File: src/rtl/rtc_irq_pkg.sv
package rtc_irq_pkg;
  localparam int DATA_W = 8;
  localparam int N_EV = 3;
  localparam int EV_LO = 4;

  typedef enum logic [1:0] {
    SEL_NONE = 2'd0,
    SEL_CTL  = 2'd1,
    SEL_STS  = 2'd2,
    SEL_VLD  = 2'd3
  } regSel_t;

  typedef struct packed {
    logic    wrCtl;
    logic    rdSts;
    logic    rdVld;
    regSel_t sel;
  } busStrb_t;
endpackage

File: src/rtl/rtc_irq_decode.sv
module rtc_irq_decode
  import rtc_irq_pkg::*;
#(
  parameter int IDX_W = 8,
  parameter logic [IDX_W-1:0] IDX_CTL = 'h0B,
  parameter logic [IDX_W-1:0] IDX_STS = 'h0C,
  parameter logic [IDX_W-1:0] IDX_VLD = 'h0D
) (
  input  logic [IDX_W-1:0] busIdx,
  input  logic             busWr,
  input  logic             busRd,
  output busStrb_t         strb
);
  always_comb begin
    strb.sel = SEL_NONE;
    if (busIdx == IDX_CTL)      strb.sel = SEL_CTL;
    else if (busIdx == IDX_STS) strb.sel = SEL_STS;
    else if (busIdx == IDX_VLD) strb.sel = SEL_VLD;
    strb.wrCtl = busWr && (strb.sel == SEL_CTL);
    strb.rdSts = busRd && (strb.sel == SEL_STS);
    strb.rdVld = busRd && (strb.sel == SEL_VLD);
  end
endmodule

File: src/rtl/rtc_irq_dp.sv
module rtc_irq_dp
  import rtc_irq_pkg::*;
(
  input  logic              clk,
  input  logic              rstN,
  input  logic              masterRst,
  input  busStrb_t          strb,
  input  logic [DATA_W-1:0] wData,
  input  logic              updStb,
  input  logic              almMatch,
  input  logic              perStb,
  input  logic              lowSupply,
  output logic [DATA_W-1:0] rData,
  output logic              irqN,
  output logic              freezeUser,
  output logic              userUpdStb
);
  // Event order matches the flag and enable bit order: update, alarm, periodic.
  logic [N_EV-1:0] evt;
  logic [N_EV-1:0] flagQ, flagNext;
  logic [N_EV-1:0] enQ, enNext;
  logic            setQ, setNext;
  logic            lowQ, lowNext;
  logic            irqNext, irqNow;

  assign evt = {perStb, updStb && almMatch, updStb};

  genvar g;
  generate
    for (g = 0; g < N_EV; g++) begin : gFlag
      always_comb begin
        if (masterRst) flagNext[g] = 1'b0;
        else           flagNext[g] = (flagQ[g] && !strb.rdSts) || evt[g];
      end
      always_ff @(posedge clk or negedge rstN) begin
        if (!rstN) flagQ[g] <= 1'b0;
        else       flagQ[g] <= flagNext[g];
      end
    end
  endgenerate

  always_comb begin
    if (masterRst)       enNext = '0;
    else if (strb.wrCtl) enNext = wData[EV_LO +: N_EV];
    else                 enNext = enQ;
    setNext = strb.wrCtl ? wData[DATA_W-1] : setQ;
    lowNext = (lowQ && !strb.rdVld) || lowSupply;
    irqNext = |(enNext & flagNext);
    irqNow  = |(enQ & flagQ);
  end

  always_ff @(posedge clk or negedge rstN) begin
    if (!rstN) begin
      enQ  <= '0;
      setQ <= 1'b0;
      lowQ <= 1'b1;
      irqN <= 1'b1;
    end else begin
      enQ  <= enNext;
      setQ <= setNext;
      lowQ <= lowNext;
      irqN <= !irqNext;
    end
  end

  always_comb begin
    rData = '0;
    case (strb.sel)
      SEL_CTL: begin
        rData[DATA_W-1]        = setQ;
        rData[EV_LO +: N_EV]   = enQ;
      end
      SEL_STS: begin
        rData[DATA_W-1]        = irqNow;
        rData[EV_LO +: N_EV]   = flagQ;
      end
      SEL_VLD: rData[DATA_W-1] = !lowQ;
      default: rData = '0;
    endcase
  end

  assign freezeUser = setQ;
  assign userUpdStb = updStb && !setQ;
endmodule

File: src/rtl/rtc_irq_ctrl.sv
module rtc_irq_ctrl
  import rtc_irq_pkg::*;
#(
  parameter int IDX_W = 8,
  parameter logic [IDX_W-1:0] IDX_CTL = 'h0B,
  parameter logic [IDX_W-1:0] IDX_STS = 'h0C,
  parameter logic [IDX_W-1:0] IDX_VLD = 'h0D
) (
  input  logic              clk,
  input  logic              rstN,
  input  logic              masterRst,
  input  logic [IDX_W-1:0]  busIdx,
  input  logic              busWr,
  input  logic              busRd,
  input  logic [DATA_W-1:0] busWData,
  output logic [DATA_W-1:0] rData,
  input  logic              updStb,
  input  logic              almMatch,
  input  logic              perStb,
  input  logic              lowSupply,
  output logic              irqN,
  output logic              freezeUser,
  output logic              userUpdStb
);
  busStrb_t strb;

  rtc_irq_decode #(
    .IDX_W(IDX_W), .IDX_CTL(IDX_CTL), .IDX_STS(IDX_STS), .IDX_VLD(IDX_VLD)
  ) u_dec (
    .busIdx(busIdx), .busWr(busWr), .busRd(busRd), .strb(strb)
  );

  rtc_irq_dp u_dp (
    .clk(clk), .rstN(rstN), .masterRst(masterRst), .strb(strb),
    .wData(busWData), .updStb(updStb), .almMatch(almMatch), .perStb(perStb),
    .lowSupply(lowSupply), .rData(rData), .irqN(irqN),
    .freezeUser(freezeUser), .userUpdStb(userUpdStb)
  );
endmodule

File: config.mk
export PLATFORM = sky130hd
export DESIGN_NAME = rtc_irq_ctrl
export DESIGN_NICKNAME = d
export VERILOG_FILES = /design/src/rtl/rtc_irq_pkg.sv /design/src/rtl/rtc_irq_decode.sv /design/src/rtl/rtc_irq_dp.sv /design/src/rtl/rtc_irq_ctrl.sv
export SDC_FILE = /design/constraint.sdc
export NUM_CORES = 1
export LEC_CHECK = 0
export ABC_AREA = 1
export BUFFER_PORTS_ARGS = -buffer_cell sky130_fd_sc_hd__buf_4
export CORE_MARGIN = 2
export CORE_UTILIZATION = 47
export CTS_BUF_LIST = sky130_fd_sc_hd__clkbuf_4
export DETAILED_ROUTE_END_ITERATION = 16
export PLACE_DENSITY = 0.94
export REMOVE_ABC_BUFFERS = 1
export SLEW_MARGIN = 20
export SYNTH_ARGS = -nofsm -noshare
export SYNTH_HDL_FRONTEND = slang
export SYNTH_SLANG_ARGS = --single-unit
File: constraint.sdc
create_clock -name clk -period 2 [get_ports clk]
set_input_delay 0.1 -clock clk [delete_from_list [all_inputs] [get_ports clk]]
set_output_delay 0.1 -clock clk [all_outputs]
set_load 0.02 [all_outputs]
* After elaboration in Yosys (flattened, before gate mapping) *
Cells that the tools add are included.

word-level totals
  output and inout bits = 11
  register bits = 9
  logic and storage cells = 45

cells by class
  equality and inequality tests = 6
  muxes and demuxes = 10
  reduce and logical (&&, ||, !) cells = 20
  bitwise logic cells = 2

operators by type and width
  cell                  number
  $eq A8 B4 Y1 const B  3
  $logic_and A1 B1 Y1   9
  $and A3 B3 Y3         2
  $mux W2               3
  $mux W3               2
  $pmux W3 S2           1
  $reduce_or A3 Y1      2
  $logic_not A1 Y1      5
  $eq A2 B2 Y1 const B  2
  $logic_or A1 B1 Y1    4
  $mux W1               3
  $pmux W1 S3           1
  $eq A2 B1 Y1 const B  1

* Depth between registers and ports, before layout *
Gate-level depths: netlist (run 1).

  word-level depth = 13
  gate-level depth with buffers = 10

* Modules after synthesis *
A second synthesis (run 1) with hierarchy kept.

second synthesis, totals
  cell total of the unflattened synthesis = 99
  area, all modules = 668.1 um^2

by module, submodules not included
  module          area an instance (um^2)  seq. area each (um^2)  instances  cells an instance
  rtc_irq_dp      564.3                    227.7                  1          75
  rtc_irq_decode  103.8                    0.0                    1          24

* Least setup slack after synthesis (run 1) *
Ideal clock, no wire load.

  path type = in2out
  start point = input busIdx[5]
  end point = output rData[7]
  arrival time = 960 ps
  required time = 1900 ps
  stages = 6
  slack = 940 ps
  path buffers = 0
  cells stage by stage = nor2_1 > nand2_2 > inv_2 > nand4_1 > or2_2 > o211ai_1

on the way
  longest elaborated chain between the ends = 6

RTL lines
  what                                                 RTL line              source
  start: declaration                                   rtc_irq_ctrl.sv:12    input logic [IDX_W-1:0] busIdx,
  $eq A8 B4 Y1                                         rtc_irq_decode.sv:18  else if (busIdx == IDX_VLD) strb.sel = SEL_VLD;
  $mux W2                                              rtc_irq_decode.sv:18
  $mux W2                                              rtc_irq_decode.sv:17  else if (busIdx == IDX_STS) strb.sel = SEL_STS;
  $mux W2 (*)                                          rtc_irq_decode.sv:16  if (busIdx == IDX_CTL) strb.sel = SEL_CTL;
  $eq A2 B2 Y1 / $eq A2 B1 Y1 (equally long branches)  rtc_irq_dp.sv:68      case (strb.sel)
  $pmux W1 S3 (*)                                      rtc_irq_dp.sv:68
  end: declaration                                     rtc_irq_ctrl.sv:16    output logic [DATA_W-1:0] rData,

Every way passes the cells marked *; elsewhere a longest branch is shown, timed or not.

* Final worst setup path (run 1) *
  start point = register u_dp.flagQ[1]
  end point = output rData[7]

on the way
  longest elaborated chain between the ends = 3

RTL lines
  what                              RTL line          source
  start: declaration                rtc_irq_dp.sv:20  logic [N_EV-1:0] flagQ, flagNext;
  start signal: indexed assignment  rtc_irq_dp.sv:37  else flagQ[g] <= flagNext[g];
  $and A3 B3 Y3                     rtc_irq_dp.sv:49  irqNow = |(enQ & flagQ);
  $reduce_or A3 Y1                  rtc_irq_dp.sv:49
  $pmux W1 S3                       rtc_irq_dp.sv:68

No other way between the ends.

==> results of run 1 <==
==> metal layers <==
metal | routed length [um] | share of wire
met5 | 0 | 0
met2 | 702 | 0.50
met4 | 13 | 0.0092
met1 | 572 | 0.41
met3 | 118 | 0.084
==> cells in the mapped netlist, types with 2 or more instances <==
cell type  instances  area share
nor2_2             2       0.020
dfstp_2            2       0.086
nor2_4             2       0.037
nor2_1             7       0.043
o21ai_0            4       0.033
buf_4              4       0.049
inv_1             16       0.098
nand2_2            2       0.020
nand3_1            5       0.041
nand2_1           23        0.14
dfrtp_1            7        0.29
a21oi_1            4       0.033
nand4_1            2       0.020
==> power by group <==
part	internal [mW]	leakage (nW)	switching, mW
registers	0.188	0.115	0.00485
logic	0.0370	0.343	0.0413
clock network	0.0905	0.0184	0.0647
total	0.315	0.476	0.111
==> sequential cells by signal, summed over array words and instances (netlist names) <==
register / count
u_dp.irqN: 1
u_dp.lowQ: 1
u_dp.flagQ: 3
u_dp.enQ: 3
u_dp.freezeUser: 1
==> cell type report <==
type,instances,area (um2),share of cell area
repair buffers,28,213,0.249
well taps,15,18.8,0.0219
inverters,17,63.8,0.0746
clock buffers,4,30.0,0.0351
flip-flops and latches,9,228,0.266
multi-input cells,60,303,0.354
==> logic make-up (layout without fill, tap and decap cells) <==
kind of cell	after synthesis	count (layout)	share of synthesized area
flops	9	9	0.371
compound gates	10	10	0.0918
simple gates	46	46	0.378
buf+inv	21	49	0.153
other cells	1	4	0.00612
==> stage by stage <==
step	hold WS (ps)	setup WS, ps	total power [mW]
2_1_floorplan	-196	940	0.227
3_3_place_gp	-73.5	733	0.268
3_5_place_dp	-70.6	674	0.272
4_1_cts	18.6	621	0.427
5_1_grt	19.3	586	0.445
6_report	16.9	629	0.426
==> worst paths after layout <==
check,to,cells past startpoint
worst max register to register,u_dp.irqN,7
min in group asynchronous,u_dp.enQ[1],2
max in group asynchronous,u_dp.lowQ,2
worst max-delay path,rData[7],4
worst min register to register,u_dp.lowQ,2
worst min-delay path,u_dp.flagQ[2],2
==> results.cfg, run 1 <==
[sta]
hold_viol_final = 0
rsz0062_at_grt = false
slew_violations = 0
post-route-period-util = 0.686
final.setup_skew_ps = 0.530
fmax_ghz = 0.729
setup_viol = 0
min_period_ps = 1370
tns_ps = 0

[cells_and_area]
fillers = 116
syn_to_final_growth_pct = 39.6
insertedDiodeCount = 0
final_area_um2 = 856
final_core_util = 0.683
final_cells = 133
nets = 144
drive_gt1_frac = 0.364
final_common_cell = buf_4
final_cell_mix = 27 x buf_4, 23 x nand2_1, 16 x inv_1

[clock_tree]
post_cts_buffers = 0
cts_buffers = 3
clk_pin_slew_ps = 60
cts_resized = 0
hold_buffers = 1
clockBufferDepth = 2
clk_latency_ps = 260
h-tree-depth = 1
cts_tree = built
clock_sinks = 9
cts-root-buf = clkbuf_4

[run_status]
status = completed

[worst_setup_path]
worst-path-max-fanout = 3
cp.required_ps = 1900
cp.arrival_ps = 1270
r2r_setup_slack_ps = 1130
path_cells = a22o_1, a21oi_1, o211ai_1, buf_4
timing.rr.start = u_dp.enQ[0]
crit_family = compound AO/OA/AOI/OAI gates
cp-end-kind = primary output
crit_path_start_kind = flop
crit_path_start = u_dp.flagQ[1]
cp.buffers_inverters = 1
slowest_stage = dfrtp_1
max_stage_delay_ps = 400
crit_type = reg -> out

[floorplan]
placementRows = 13
dieWidth_um = 40.1
ios = 36
initial_core_util = 0.490
fp.dieH_um = 40.1
fp.dieArea_um2 = 1610
coreArea_um2 = 1250

[placed_design]
hpwl_um = 1160
place.gp.congestion = 0.796
post_dp_cell_area_um2 = 816
dp.cells = 128
port_buffers = 27

[global_route]
antenna_found_initial = 0
gr-total-overflow = 0
grtUsageMet2 = 0.407
gr-usage-met1 = 0.225
grt_pass1_wl_um = 2260
gr-max-usage-layer = met2
grt_pass1_vias = 606
grt_max_degree = 10
gr-usage-met3 = 0.0333
grt.total_usage = 0.208

[synthesis]
synth-edff-count = 0
async_flop_share = 1.00
yosysWarnings = 0
netlist_area_um2 = 613
ys.flop_type = dfrtp_1
syn_inst = 87
yosysSeqAreaShare = 0.371
yosysUniqueCellTypes = 20
syn_area_per_cell_um2 = 7.05
ys_seq_elements = 9

[route]
routed_wirelength_um = 1410
wl_per_cell_um = 10.6
dr.pass1.iters = 4
drt_iter0_drc = 11
antenna_left = 0
drc_errors = 0
viasPerCell = 4.83
via_count = 642

[worst_hold_path]
min_path_type = in -> reg
hp-start = masterRst

[run]
drv_cap = 0

[power_and_ir_drop]
ir_drop_mv = 0.288
pwr_density_cell_nw_per_um2 = 498
leakagePower_nw = 0.476
Note: power is estimated with default switching activity, not from simulation.
==> run 2, diff against run 1 <==
ABC_AREA = 0   (was 1)
CORE_UTILIZATION = 39   (was 47)
PLACE_DENSITY = 0.86   (was 0.94)
clock period = 1.1 ns   (was 2 ns; I/O delays follow)
==> results.cfg, run 2 <==
[run_status]
status = complete, but fails checks
violations = setup timing

[cells_and_area]
final_common_cell = buf_4
reg_top3 = u_dp.enQ x3, u_dp.flagQ x3
syn_to_final_growth_pct = 93.4
drive_gt1_frac = 0.658
fillers = 87
final_area_um2 = 1140
insertedDiodeCount = 0
final_cells = 127
final_cell_mix = 41 x buf_4, 9 x buf_6, 7 x dfrtp_1
nets = 137

[worst_setup_path]
timing.rr.start = u_dp.flagQ[1]
cp.arrival_ps = 1510
cp-end-kind = primary output
crit_path_start_kind = flop
cp.buffers_inverters = 2
path_cells = a222oi_1, inv_1, a22oi_2, o21ai_1, buf_4
worst-path-max-fanout = 2
max_stage_delay_ps = 400
cp.required_ps = 1040
slowest_stage = dfrtp_1
crit_type = reg -> out
crit_family = compound AO/OA/AOI/OAI gates
crit_path_start = u_dp.flagQ[1]

[synthesis]
synth-edff-count = 0
yosysUniqueCellTypes = 27
yosysMostFrequentCell = dfrtp_1
syn_inst = 56
synth_top_area_cell = dfrtp_1
synthTopCellsByArea = dfrtp_1 30%, dfstp_2 8.9%, buf_4 5.1%
async_flop_share = 1.00
yosysWarnings = 0
syn_area_per_cell_um2 = 10.5
netlist_area_um2 = 588
ys.flop_type = dfrtp_1
synth.top_cell.area_share = 0.298
synth_top_cells_by_count = 7 x dfrtp_1, 4 x a21oi_1, 4 x buf_4
yosysSeqAreaShare = 0.387
ys_seq_elements = 9

[placed_design]
dp.cells = 117
place_ws_ps = -349
port_buffers = 27
place.gp.congestion = 0.855
hpwl_um = 1470
post_dp_cell_area_um2 = 935

[sta]
post-route-period-util = 1.42
rsz0062_at_grt = true
setup_viol = 9
min_period_ps = 1560
whs_ps = 25.4
final.setup_skew_ps = 7.06
hold_viol_final = 0
slew_violations = 0
fmax_ghz = 0.639
fin_ws_ps = -464

[clock_tree]
clk_pin_slew_ps = 60
cts-root-buf = clkbuf_4
cts_buffers = 3
h-tree-depth = 1
clk_latency_ps = 260
clockBufferDepth = 2
clock_sinks = 9
cts_tree = built

[route]
drc_errors = 0
viasPerCell = 5.46
via_count = 693
dr.pass1.iters = 4
antenna_left = 0
wl_per_cell_um = 17.4
routed_wirelength_um = 2210
drt_iter0_drc = 12

[floorplan]
coreArea_um2 = 1450
initial_core_util = 0.404
ios = 36
placementRows = 14
fp.dieArea_um2 = 1830
dieWidth_um = 42.8
fp.dieH_um = 42.8

[power_and_ir_drop]
p_sw_frac = 0.263
total_power_mw = 0.850
internal-power_mw = 0.626
pwr-share-seq = 0.412
p_comb_frac = 0.261
switching_power_mw = 0.224
p_clk_frac = 0.327
ir_drop_mv = 0.590
pwr_density_cell_nw_per_um2 = 747
leakagePower_nw = 0.529

[global_route]
grt_max_degree = 10
grt_pass1_wl_um = 3550
grt.total_usage = 0.271
gr-total-overflow = 0
grt_pass1_vias = 735
antenna_found_initial = 0

[worst_hold_path]
min_path_type = in -> reg
hp-start = masterRst

[run]
drv_cap = 0
==> run 2: cell families after synthesis <==
| kind of cell | Yosys count | share of synthesized area |
|---|---|---|
| mux | 1 | 0.0191 |
| other cells | 1 | 0.00638 |
| compound gates | 19 | 0.249 |
| buf+inv | 7 | 0.0702 |
| flops | 9 | 0.387 |
| simple gates | 19 | 0.268 |
==> run 2: final timing paths <==
| path | end | slack (ps) | cells after the start |
|---|---|---|---|
| min reg2reg | u_dp.lowQ | 510 | 1 |
| max | rData[7] | -460 | 5 |
| min in group asynchronous | u_dp.enQ[1] | 160 | 2 |
| min | u_dp.flagQ[1] | 30 | 2 |
| max reg2reg | u_dp.irqN | -100 | 6 |
| max in group asynchronous | u_dp.irqN | 730 | 2 |
==> run 2: repair_timing <==
action | 4_1_cts | 5_1_grt
resized for setup | 23 | 3
hold buffers | 2 | 0
pin swaps | 9 | 5
endpoints found under the hold margin | 10 | 0
buffers inserted | 3 | 1
setup endpoints to repair | 7 | 9
==> run 2: routing by layer <==
metal	GRT usage	routed length, um	part of all wire	vias to the layer above
li1	-	-	-	327
met1	0.317	885	0.40	335
met2	0.467	1190	0.54	23
met3	0.0170	65	0.029	8
met4	0.181	73	0.033	0
met5	0	0	0	-
==> run 2: stage by stage <==
stage,setup TNS (ps),utilization
2_1_floorplan,-376,-
3_3_place_gp,-2520,0.643
3_5_place_dp,-2940,0.643
4_1_cts,-1230,0.769
5_1_grt,-1940,0.782
6_report,-1580,0.782
==> run 2: power by group through the flow <==
stage,sequential [mW],combinational (mW),clock [mW]
floorplan,0.355,0.0530,0
global placement,0.353,0.177,0
detailed placement,0.354,0.185,0
CTS,0.348,0.211,0.288
global route,0.350,0.236,0.303
finish,0.350,0.222,0.278
==> run 2: cell type report <==
cell class              instances  area (um2)  area share
multi-input cells              43         419       0.369
flip-flops and latches          9         228       0.200
inverters                       3        11.3     0.00990
repair buffers                 52         429       0.377
clock buffers                   4        30.0      0.0264
well taps                      16        20.0      0.0176
==> run 3, diff against run 2 <==
CORE_ASPECT_RATIO = 0.9   (was default)
==> results.cfg, run 3 (synthesis results as in run 2) <==
[cells_and_area]
insertedDiodeCount = 0
seq_area_um2 = 228
fillers = 88
final_cell_mix = 39 x buf_4, 9 x buf_6, 7 x dfrtp_1
final_cells = 124
final_area_um2 = 1130
final_common_cell = buf_4
reg_top3 = u_dp.enQ x3, u_dp.flagQ x3
multi_input_area_um2 = 428
drive_gt1_frac = 0.661
nets = 135
syn_to_final_growth_pct = 92.1

[route]
drc_errors = 0
drt_iter0_drc = 22
dr.pass1.iters = 4
viasPerCell = 5.73
wl_per_cell_um = 18.2
routed_wirelength_um = 2260
antenna_left = 0
via_count = 711

[worst_hold_path]
hp-start = masterRst
min_path_type = in -> reg

[worst_setup_path]
crit_family = compound AO/OA/AOI/OAI gates
slowest_stage = a222oi_1
timing.rr.start = u_dp.flagQ[1]
path_cells = a222oi_1, inv_1, a22oi_2, o21ai_1, buf_4
crit_type = reg -> out
max_stage_delay_ps = 420
cp.buffers_inverters = 2
crit_path_start = u_dp.enQ[1]
crit_path_start_kind = flop
cp.required_ps = 1040
worst-path-max-fanout = 2
cp.arrival_ps = 1620
cp-end-kind = primary output

[sta]
fin_ws_ps = -575
slew_violations = 0
post-route-period-util = 1.52
tns_ps = -1570
whs_ps = 22.8
hold_viol_final = 0
rsz0062_at_grt = true
setup_viol = 9
fmax_ghz = 0.597
min_period_ps = 1670
final.setup_skew_ps = 2.65

[floorplan]
fp.dieH_um = 40.8
coreArea_um2 = 1430
ios = 36
fp.dieArea_um2 = 1830
placementRows = 13
initial_core_util = 0.411
dieWidth_um = 44.9

[global_route]
grt_pass1_vias = 750
antenna_found_initial = 0
grt_pass1_wl_um = 3390
grt.total_usage = 0.278
grt_max_degree = 10
gr-total-overflow = 0

[placed_design]
dp.cells = 115
hpwl_um = 1510
port_buffers = 27
place.gp.congestion = 0.877
post_dp_cell_area_um2 = 926

[clock_tree]
clk_latency_ps = 260
h-tree-depth = 1
clk_pin_slew_ps = 60
clockBufferDepth = 2
cts_buffers = 3
cts_tree = built
cts-root-buf = clkbuf_4
clock_sinks = 9

[power_and_ir_drop]
ir_drop_mv = 0.704
total_power_mw = 0.854
pwr_density_cell_nw_per_um2 = 756
leakagePower_nw = 0.522

[run_status]
violations = setup timing
status = complete, but fails checks

[run]
drv_cap = 0
-- run 3: area by class of cell --
class	count	share of cell area
Multi-Input combinational cell	43	0.379
Timing Repair Buffer	50	0.367
Tap cell	15	0.0166
Clock buffer	4	0.0266
Inverter	3	0.00997
Sequential cell	9	0.202
-- run 3: routing by layer --
layer / vias up / wire length [um] / part of all wire / track usage
met4: 0 / 44 / 0.020 / 0.132
met1: 357 / 912 / 0.40 / 0.304
li1: 318 / - / - / -
met3: 6 / 94 / 0.042 / 0.0441
met2: 30 / 1210 / 0.53 / 0.532
met5: - / 0 / 0 / 0
-- run 3: final timing paths --
| kind | to | slack [ps] | depth (start not counted) |
|---|---|---|---|
| min reg2reg | u_dp.lowQ | 520 | 1 |
| max | rData[7] | -570 | 5 |
| max reg2reg | u_dp.irqN | -30 | 5 |
| max in group asynchronous | u_dp.irqN | 740 | 2 |
| min in group asynchronous | u_dp.enQ[0] | 140 | 2 |
| min | u_dp.flagQ[2] | 20 | 2 |
-- run 3: report_power, final --
group	leakage, nW	internal (mW)	switching, mW
logic	0.389	0.116	0.100
registers	0.115	0.341	0.0105
clock network	0.0184	0.165	0.121
-- run 3: timing repair --
action,in CTS,in global routing
hold buffers,2,0
gates resized for setup,22,6
setup endpoints to repair,8,7
endpoints found under the hold margin,10,0
buffers inserted,2,3
cloned,0,0
pin swaps,9,5
-- run 3: worst reg2reg max path: cells and delay by family, from the launching register on --
family / cells / cell delay [ps]
buffers and inverters: 2 / 170
flip-flops: 1 / 380
AO/OA/AOI/OAI: 3 / 510
-- run 3: through the flow --
stage / setup slack, ps / util
after floorplan: -156 / -
after global placement: -314 / 0.647
after detailed placement: -397 / 0.647
after CTS: -466 / 0.765
after global routing: -667 / 0.789
final: -575 / 0.789
